--- src/rtl/bmm_pkg.sv ---
package bmm_pkg;
    typedef enum logic {
        PH_FILL  = 1'b0,
        PH_DRAIN = 1'b1
    } phase_t;
endpackage

--- src/rtl/bmm_mac_lane.sv ---
module bmm_mac_lane #(
    parameter int DW = 16,
    parameter int AW = 32
) (
    input  logic signed [DW-1:0] a_i,
    input  logic signed [DW-1:0] b_i,
    input  logic        [AW-1:0] acc_i,
    output logic        [AW-1:0] acc_o
);
    logic signed [2*DW-1:0] prod;

    always_comb begin
        prod  = a_i * b_i;
        acc_o = acc_i + AW'(prod);
    end
endmodule

--- src/rtl/bmm_defer_buf.sv ---
module bmm_defer_buf #(
    parameter int DW    = 16,
    parameter int DEPTH = 4
) (
    input  logic                       clk,
    input  logic                       rst_n,
    input  logic                       push,
    input  logic [DW-1:0]              push_data,
    input  logic                       flush,
    output logic [$clog2(DEPTH+1)-1:0] cnt,
    output logic                       full,
    output logic [DEPTH-1:0][DW-1:0]   words
);
    localparam int CW = $clog2(DEPTH + 1);
    localparam int IW = (DEPTH > 1) ? $clog2(DEPTH) : 1;

    typedef struct packed {
        logic [CW-1:0]            cnt;
        logic [DEPTH-1:0][DW-1:0] w;
    } buf_t;

    buf_t q, d;

    always_comb begin
        d = q;
        if (flush) begin
            d.cnt = '0;
        end else if (push && (q.cnt != CW'(DEPTH))) begin
            d.w[IW'(q.cnt)] = push_data;
            d.cnt           = q.cnt + 1'b1;
        end
    end

    always_ff @(posedge clk) begin
        if (!rst_n) q <= '0;
        else        q <= d;
    end

    assign cnt   = q.cnt;
    assign full  = (q.cnt == CW'(DEPTH));
    assign words = q.w;
endmodule

--- src/rtl/bmm_stream.sv ---
module bmm_stream #(
    parameter int N  = 2,
    parameter int DW = 16,
    parameter int AW = 32
) (
    input  logic          clk,
    input  logic          rst_n,
    input  logic          in_valid,
    output logic          in_ready,
    input  logic          in_ctrl,
    input  logic [DW-1:0] in_data,
    output logic          out_valid,
    input  logic          out_ready,
    output logic [AW-1:0] out_data
);
    import bmm_pkg::*;

    localparam int NN  = N * N;
    localparam int RW  = (N > 1) ? $clog2(N) : 1;
    localparam int XW  = (NN > 1) ? $clog2(NN) : 1;
    localparam int CW  = $clog2(NN + 1);

    typedef struct packed {
        phase_t                 ph;
        logic [RW-1:0]          row;
        logic [RW-1:0]          col;
        logic [XW-1:0]          oidx;
        logic [XW-1:0]          bptr;
        logic [NN-1:0][DW-1:0]  b;
        logic [NN-1:0][AW-1:0]  acc;
    } regs_t;

    regs_t q, d;

    // deferral buffer for control words that arrive mid-block
    logic                  pend_push;
    logic                  pend_flush;
    logic [CW-1:0]         pend_cnt;
    logic                  pend_full;
    logic [NN-1:0][DW-1:0] pend_words;

    bmm_defer_buf #(.DW(DW), .DEPTH(NN)) u_defer (
        .clk       (clk),
        .rst_n     (rst_n),
        .push      (pend_push),
        .push_data (in_data),
        .flush     (pend_flush),
        .cnt       (pend_cnt),
        .full      (pend_full),
        .words     (pend_words)
    );

    // one multiply-accumulate lane per column of B
    logic [XW-1:0] acc_idx [N];
    logic [AW-1:0] lane_sum [N];

    for (genvar j = 0; j < N; j++) begin : g_lane
        logic [XW-1:0] b_idx;
        assign b_idx      = XW'(j * N) + XW'(q.col);
        assign acc_idx[j] = XW'(j * N) + XW'(q.row);

        bmm_mac_lane #(.DW(DW), .AW(AW)) u_lane (
            .a_i   (in_data),
            .b_i   (q.b[b_idx]),
            .acc_i (q.acc[acc_idx[j]]),
            .acc_o (lane_sum[j])
        );
    end

    logic          busy;
    logic          take;
    logic [XW-1:0] ptr;

    always_comb begin
        d          = q;
        in_ready   = 1'b0;
        pend_push  = 1'b0;
        pend_flush = 1'b0;
        ptr        = q.bptr;
        busy       = (q.row != '0) || (q.col != '0);
        take       = 1'b0;

        if (q.ph == PH_FILL) begin
            in_ready = in_ctrl ? (!busy || !pend_full) : 1'b1;
            take     = in_valid && in_ready;
            if (take && in_ctrl) begin
                if (busy) begin
                    pend_push = 1'b1;
                end else begin
                    d.b[q.bptr] = in_data;
                    d.bptr      = (q.bptr == XW'(NN - 1)) ? '0 : q.bptr + 1'b1;
                end
            end else if (take) begin
                for (int j = 0; j < N; j++) begin
                    d.acc[acc_idx[j]] = lane_sum[j];
                end
                if (q.row == RW'(N - 1)) begin
                    d.row = '0;
                    if (q.col == RW'(N - 1)) begin
                        d.col = '0;
                        d.ph  = PH_DRAIN;
                    end else begin
                        d.col = q.col + 1'b1;
                    end
                end else begin
                    d.row = q.row + 1'b1;
                end
            end
        end else if (out_ready) begin
            if (q.oidx == XW'(NN - 1)) begin
                d.oidx     = '0;
                d.ph       = PH_FILL;
                d.acc      = '0;
                pend_flush = 1'b1;
                for (int m = 0; m < NN; m++) begin
                    if (m < int'(pend_cnt)) begin
                        d.b[ptr] = pend_words[m];
                        ptr      = (ptr == XW'(NN - 1)) ? '0 : ptr + 1'b1;
                    end
                end
                d.bptr = ptr;
            end else begin
                d.oidx = q.oidx + 1'b1;
            end
        end
    end

    always_ff @(posedge clk) begin
        if (!rst_n) q <= '0;
        else        q <= d;
    end

    assign out_valid = (q.ph == PH_DRAIN);
    assign out_data  = q.acc[q.oidx];
endmodule

--- config.mk ---
export PLATFORM = sky130hd
export DESIGN_NAME = bmm_stream
export DESIGN_NICKNAME = d
export VERILOG_FILES = /design/src/rtl/bmm_pkg.sv /design/src/rtl/bmm_mac_lane.sv /design/src/rtl/bmm_defer_buf.sv /design/src/rtl/bmm_stream.sv
export SDC_FILE = /design/constraint.sdc
export NUM_CORES = 2
export LEC_CHECK = 0
export ABC_AREA = 0
export BUFFER_PORTS_ARGS = -buffer_cell sky130_fd_sc_hd__buf_2
export CORE_MARGIN = 3
export CORE_UTILIZATION = 40
export DETAILED_ROUTE_END_ITERATION = 16
export GPL_TIMING_DRIVEN = 0
export PLACE_DENSITY = 0.59
export SLEW_MARGIN = 40
export SYNTH_ARGS = -nofsm -noshare
export SYNTH_HDL_FRONTEND = slang
export SYNTH_SLANG_ARGS = --single-unit
--- constraint.sdc ---
create_clock -name clk -period 9.5 [get_ports clk]
set_input_delay 1.9 -clock clk [delete_from_list [all_inputs] [get_ports clk]]
set_output_delay 1.9 -clock clk [all_outputs]
set_load 0.01 [all_outputs]
**Word-level counts from Yosys, hierarchy flattened**

Index checks and enable logic that the tools add are counted.

- $add $sub $neg: 12
- $mul: 2
- Order comparisons: 21
- Eq/ne operators: 11
- Muxes and demuxes: 88
- Bitwise operators: 4
- Reductions and logical operators: 23

Operators with widths:

| kind | number |
|---|---|
| $mux 64 | 13 |
| $mux 194 | 3 |
| $bwmux 64 | 6 |
| $bwmux 128 | 2 |
| $mux 128 | 2 |
| $mux 32 | 6 |
| $demux 16 s2 | 5 |
| $mux 66 | 2 |
| $bmux 32 s2 | 2 |
| $mux 16 | 8 |
| $add 32x32->32 | 2 |
| $demux 32 s2 | 1 |
| $mul 16x16->32 | 2 |
| $mux 2 | 18 |
| $bmux 16 s2 | 1 |
| $demux 32 s1 | 1 |
| $lt 2x3->1 const B | 8 |
| $mux 1 | 16 |
| $ge 2x1->1 const B | 6 |
| $reduce_and 4->1 | 3 |
| $add 2x1->2 const B | 5 |
| $eq 2x2->1 const B | 5 |
| $logic_and 1x1->1 | 10 |
| $lt 1x3->1 const A | 2 |
| other kinds (18) | 32 |

- Bits in registers: 266
- Input port bits: 21
- Output and inout port bits: 34
- Word-level logic and storage cells: 179

**Depth between registers and ports, before layout**

- Depth after elaboration: 27
- Mapped depth: 27
- Depth with buffers taken out: 24

**Modules after synthesis**

From an unflattened synthesis, not the netlist that was laid out.

- Cell total of the unflattened synthesis: 4,234
- Area total of the unflattened synthesis: 37,717.4 um^2

Modules (own cells, without submodules):

| module | instances | cells each | area each (um^2) | seq. area each (um^2) |
|---|---|---|---|---|
| bmm_stream | 1 | 1,607 | 13,415.4 | 3,983.8 |
| bmm_mac_lane (g_lane[1].u_lane) | 1 | 1,194 | 10,906.7 | 0.0 |
| bmm_mac_lane (g_lane[0].u_lane) | 1 | 1,166 | 10,780.3 | 0.0 |
| bmm_defer_buf | 1 | 267 | 2,615.0 | 1,341.3 |

**Least setup slack after synthesis**

OpenSTA, ideal clock, no wires.

- Path kind: input to register
- Start point: input in_data[15]
- End point: register q[124] (netlist bit)
- Library setup time: 117 ps
- Data arrival time: 7,741 ps
- Data required time: 9,383 ps
- Path slack: 1,643 ps
- Stages: 25
- Path buffers: 3
- Path through: clkbuf_1 -> buf_1 -> nand2_1 -> inv_1 -> fa_1 -> fa_1 -> inv_1 -> fa_1 -> inv_1 -> fa_1 -> fa_1 -> inv_1 -> fa_1 -> inv_1 -> ha_1 -> buf_6 -> a21o_1 -> a21o_1 -> a21o_1 -> a211o_1 -> a21oi_2 -> o31ai_2 -> a211oi_2 -> nor3_1 -> a22o_1

- Longest elaborated chain between the ends: 7
- Elaborated cells between the ends (all ways): 9
- Classes of those cells: add/sub (2); mul (2); mux (5)

Ends and longest elaborated chain:

| item | RTL line | source |
|---|---|---|
| start: declaration | bmm_stream.sv:11 | `input logic [DW-1:0] in_data,` |
| $mul 16x16->32 | bmm_mac_lane.sv:13 | `prod = a_i * b_i;` |
| $add 32x32->32 | bmm_mac_lane.sv:14 | `acc_o = acc_i + AW'(prod);` |
| $bwmux 128 | bmm_stream.sv:95 | `d.acc[acc_idx[j]] = lane_sum[j];` |
| $bwmux 128 (*) | bmm_stream.sv:95 |  |
| $mux 128 (*) | bmm_stream.sv:93 | `end else if (take) begin` |
| $mux 128 (*) | bmm_stream.sv:86 | `if (take && in_ctrl) begin` |
| $mux 194 (*) | bmm_stream.sv:83 | `if (q.ph == PH_FILL) begin` |
| end signal: assignment | bmm_stream.sv:129 | `if (!rst_n) q <= '0;` |
| end signal: assignment | bmm_stream.sv:130 | `else q <= d;` |
| end: declaration | bmm_stream.sv:33 | `regs_t q, d;` |

Every way passes the cells marked *; elsewhere a longest branch is shown, timed or not. The select of a mux whose other input is x is not followed.
A chain may end at the register's enable or synchronous reset.

**Worst setup path in the final report**

- Start point: input in_data[15]
- End point: register q[28] (netlist bit)

The elaborated chain is that of the path after synthesis.

==> impl_metrics.env <==
export IMPL_outcome="complete, no violations"
export IMPL_utilization_pct=43.7
export IMPL_vias=30500
export IMPL_fmax_ghz=0.109
export IMPL_synthesis_area_um2=36000
export IMPL_grt_usage_pct=28.5
export IMPL_max_stage_delay_ps=650
export IMPL_finalPower_mw=6.31
export IMPL_antenna_found_initial=6
export IMPL_cp_start_kind="input pin"
export IMPL_first_pass_iters=6
export IMPL_power_density_nw_per_um2=162
export IMPL_cts_buffer_depth=3
export IMPL_rr_startpoint="q[196]"
export IMPL_cts_sinks=266
export IMPL_irDropWorstVdd_uv=422
export IMPL_maxSlewHeadroom_pct=34.4
export IMPL_postCtsSetupBuffers=0
export IMPL_finalWeightedCongestion=1.01
export IMPL_finalCritPeriodShare_pct=96.5
export IMPL_synthFlopType="dfxtp_1"
export IMPL_syn_inst=4195
export IMPL_numCtsBuffers=31
export IMPL_whs_endpoint="q[31]"
export IMPL_grt_max_degree=18
export IMPL_grt_overflow_total=0
export IMPL_finalWirelength_um=134000
export IMPL_yosysWarningCount=0
export IMPL_dp_slack_ps=-110
export IMPL_postLayoutCellArea_um2=38800
export IMPL_synth_seq_cells=266
export IMPL_wl_per_cell_um=24.5
export IMPL_drive_gt1_share_pct=7.32
export IMPL_whs_path_depth=2
export IMPL_die_h_um=306
export IMPL_drc=0
export IMPL_avgSynthCellArea_um2=8.58
export IMPL_setup_violations=0
export IMPL_synthArstFlopShare_pct=0
export IMPL_grt_setup_unrepaired="no"
export IMPL_cts_max_level=1
export IMPL_worstPathRequired_ps=10020
export IMPL_tightest_slew_ps=984
export IMPL_io_pins=55
export IMPL_clock_skew_ps=29.6
export IMPL_area_growth_syn_to_layout_pct=7.90
export IMPL_power_leakage_nw=18.2
export IMPL_ctsHoldBuffers=0
export IMPL_worst_slack_ps=336
export IMPL_critPathTopFamily="adder cells"
export IMPL_clkTransAtPathRegs_ps=60
export IMPL_root_buffer="clkbuf_16"
export IMPL_cp_num_buf_inv=8
export IMPL_nNetsFinal=5088
export IMPL_drtAntennaViolNets=0
export IMPL_ff2ff_setup_slack_ps=630
export IMPL_crit_fanout=10
export IMPL_path_cells="clkbuf_2, clkbuf_1, nand2_1, inv_1, fa_1, inv_1, fa_1, inv_1, fa_1, fa_1, fa_1, inv_1, fa_1, inv_1, ha_1, clkbuf_1, nor2b_1, o21ai_0, o22ai_1, o41ai_1, a21boi_0, o21ai_1, nand3_1, a21oi_1"
export IMPL_yosysSeqAreaShare_pct=14.8
export IMPL_critPathKind="in -> reg"
export IMPL_r2r_end="q[28]"
export IMPL_io_buffers=38
export IMPL_grt_pass1_wl_um=198000
export IMPL_dp_cells=5398
export IMPL_holdCritStartpoint="q[31]"
export IMPL_crit_path_top_delay_cell="clkbuf_1"
export IMPL_final_max_slew_viol_count=0
export IMPL_fp_row_count=109
export IMPL_reg2regPathDepth=25
export IMPL_crit_arrival_ps=9690
export IMPL_viasPerCell=5.58
export IMPL_synth_edf_count=0
export IMPL_period_minus_slack_ps=9160
export IMPL_hp_class="reg -> reg"
export IMPL_placed_cell_area_um2=37700
export IMPL_start_util_pct=40.5
export IMPL_end_kind="flop"
export IMPL_cp_common_cell="fa_1"
export IMPL_cts_resized_gates=0
export IMPL_core_area_um2=88800
export IMPL_post_dp_hpwl_um=110000
export IMPL_clk_latency_ps=620
export IMPL_drv_cap=0
export IMPL_instances_no_fill=5456
export IMPL_die_x_um=306
export IMPL_cts_tree="yes"
export IMPL_ys_types=65
export IMPL_die_area_um2=93600
export IMPL_drtIter0Drc=2829
export IMPL_grt_pass1_vias=30100
export IMPL_hold_viol=0
export IMPL_syn_num_nets=5017
worst max path at each step:
stage,startpoint,to,cells past startpoint
after floorplan,in_data[15],q[124],25
after global placement,in_data[15],q[60],22
after detailed placement,in_data[15],q[60],24
after CTS,in_data[15],q[60],24
after global routing,in_data[15],q[60],24
final,in_data[15],q[28],24
flip-flops by register name, summed over array words and instances, names as in the netlist:
signal and cells:
q 198, u_defer.words 64, u_defer.cnt 3, out_valid 1
cells in the mapped netlist, types with 3 or more instances:
| cell type | n | share of area [%] |
|---|---|---|
| a211oi_1 | 11 | 0.23 |
| a21o_1 | 18 | 0.38 |
| a21oi_1 | 417 | 5.8 |
| a22o_1 | 44 | 1.1 |
| a22oi_1 | 3 | 0.063 |
| a311oi_1 | 64 | 1.6 |
| a31oi_1 | 16 | 0.28 |
| and2_0 | 3 | 0.052 |
| and2_1 | 110 | 1.9 |
| and3_1 | 5 | 0.087 |
| buf_1 | 28 | 0.29 |
| buf_2 | 26 | 0.36 |
| clkbuf_1 | 209 | 2.2 |
| dfxtp_1 | 266 | 15 |
| fa_1 | 584 | 32 |
| ha_1 | 217 | 7.5 |
| inv_1 | 670 | 7.0 |
| mux2_2 | 84 | 2.6 |
| mux2i_1 | 19 | 0.53 |
| mux4_2 | 32 | 2.0 |
| nand2_1 | 531 | 5.5 |
| nand2b_1 | 28 | 0.49 |
| nand3_1 | 141 | 2.0 |
| nand4_1 | 8 | 0.14 |
| nor2_1 | 208 | 2.2 |
| nor2b_1 | 164 | 2.9 |
| nor3_1 | 15 | 0.21 |
| nor3b_1 | 3 | 0.063 |
| o211ai_1 | 9 | 0.19 |
| o21a_1 | 6 | 0.13 |
| o21ai_0 | 100 | 1.4 |
| o21ai_1 | 9 | 0.13 |
| o21bai_1 | 8 | 0.17 |
| o22ai_1 | 3 | 0.052 |
| o31ai_1 | 3 | 0.063 |
| or2_2 | 11 | 0.19 |
| or3_1 | 6 | 0.10 |
| xnor2_1 | 68 | 1.7 |
| xor2_1 | 16 | 0.39 |
cells in the final DEF (no fill, tap or decap), drive strengths merged, types with 4 or more instances in the layout:
master	n
o21a	6
nor2	208
or3	6
a31oi	17
a311oi	64
buf	92
nor3b	4
dfxtp	266
nand3	141
or2	11
o21ai	111
nand2b	28
nor2b	165
a211oi	13
clkinv	6
o211ai	9
mux2	84
o31ai	5
mux4	32
o21bai	9
xor2	16
mux2i	19
inv	673
nand4	8
a21oi	419
fa	584
nand2	531
ha	217
a21o	18
and3	5
xnor2	68
a22o	44
and2	113
clkbuf	254
nor3	16
metal layers:
layer | routed length [um] | part of all wire [%] | up-vias | GRT usage (%)
met5 | 0 | 0 | - | 0
met4 | 6560 | 4.9 | 0 | 11.9
met3 | 9790 | 7.3 | 256 | 3.70
met2 | 64100 | 48 | 1304 | 47.8
met1 | 53100 | 40 | 15400 | 37.2
li1 | - | - | 13500 | -
through the flow:
step	setup TNS, ps	hold WS, ps
CTS	0	474
detailed placement	-200	464
global route	0	497
floorplan	0	436
global placement	-4620	457
finish	0	477
worst register-to-register path: cells and delay by family (launching register included):
kind            cells  cell delay (ps)
fa+ha+maj           7             3440
compound gates      6             1770
buf+inv             7             1610
simple gates        4              890
mux                 1              760
flops               1              300
kinds of logic (layout without fill, tap and decap cells):
group                      count (synthesis)  in the layout  synth area share [%]
AOI/OAI and AO/OA                        737            737                  12.2
xor gates and xnor gates                  84             84                  2.04
other                                      0              2                     0
muxes                                    135            135                  5.16
and+or+nand+nor                         1237           1237                  15.9
DFF                                      266            266                  14.8
buffers and inverters                    935           1029                  9.86
adders and majority gates                801            801                  40.0
final cells by class:
cell class / instances / area [um^2]
antenna: 2 / 5.00
buffer: 264 / 1080
clock buffer: 44 / 885
clock inverter: 12 / 165
fill: 8904 / 50000
inverter: 671 / 2520
multi-input combinational: 2994 / 27200
sequential: 266 / 5330
tap: 1165 / 1460
timing repair buffer: 38 / 190
report_power, final:
part | internal, mW | switching (mW)
clock | 0.732 | 0.536
sequential | 1.19 | 0.0660
combinational | 1.33 | 2.46
No activity file was read; power rests on OpenSTA's default activity.
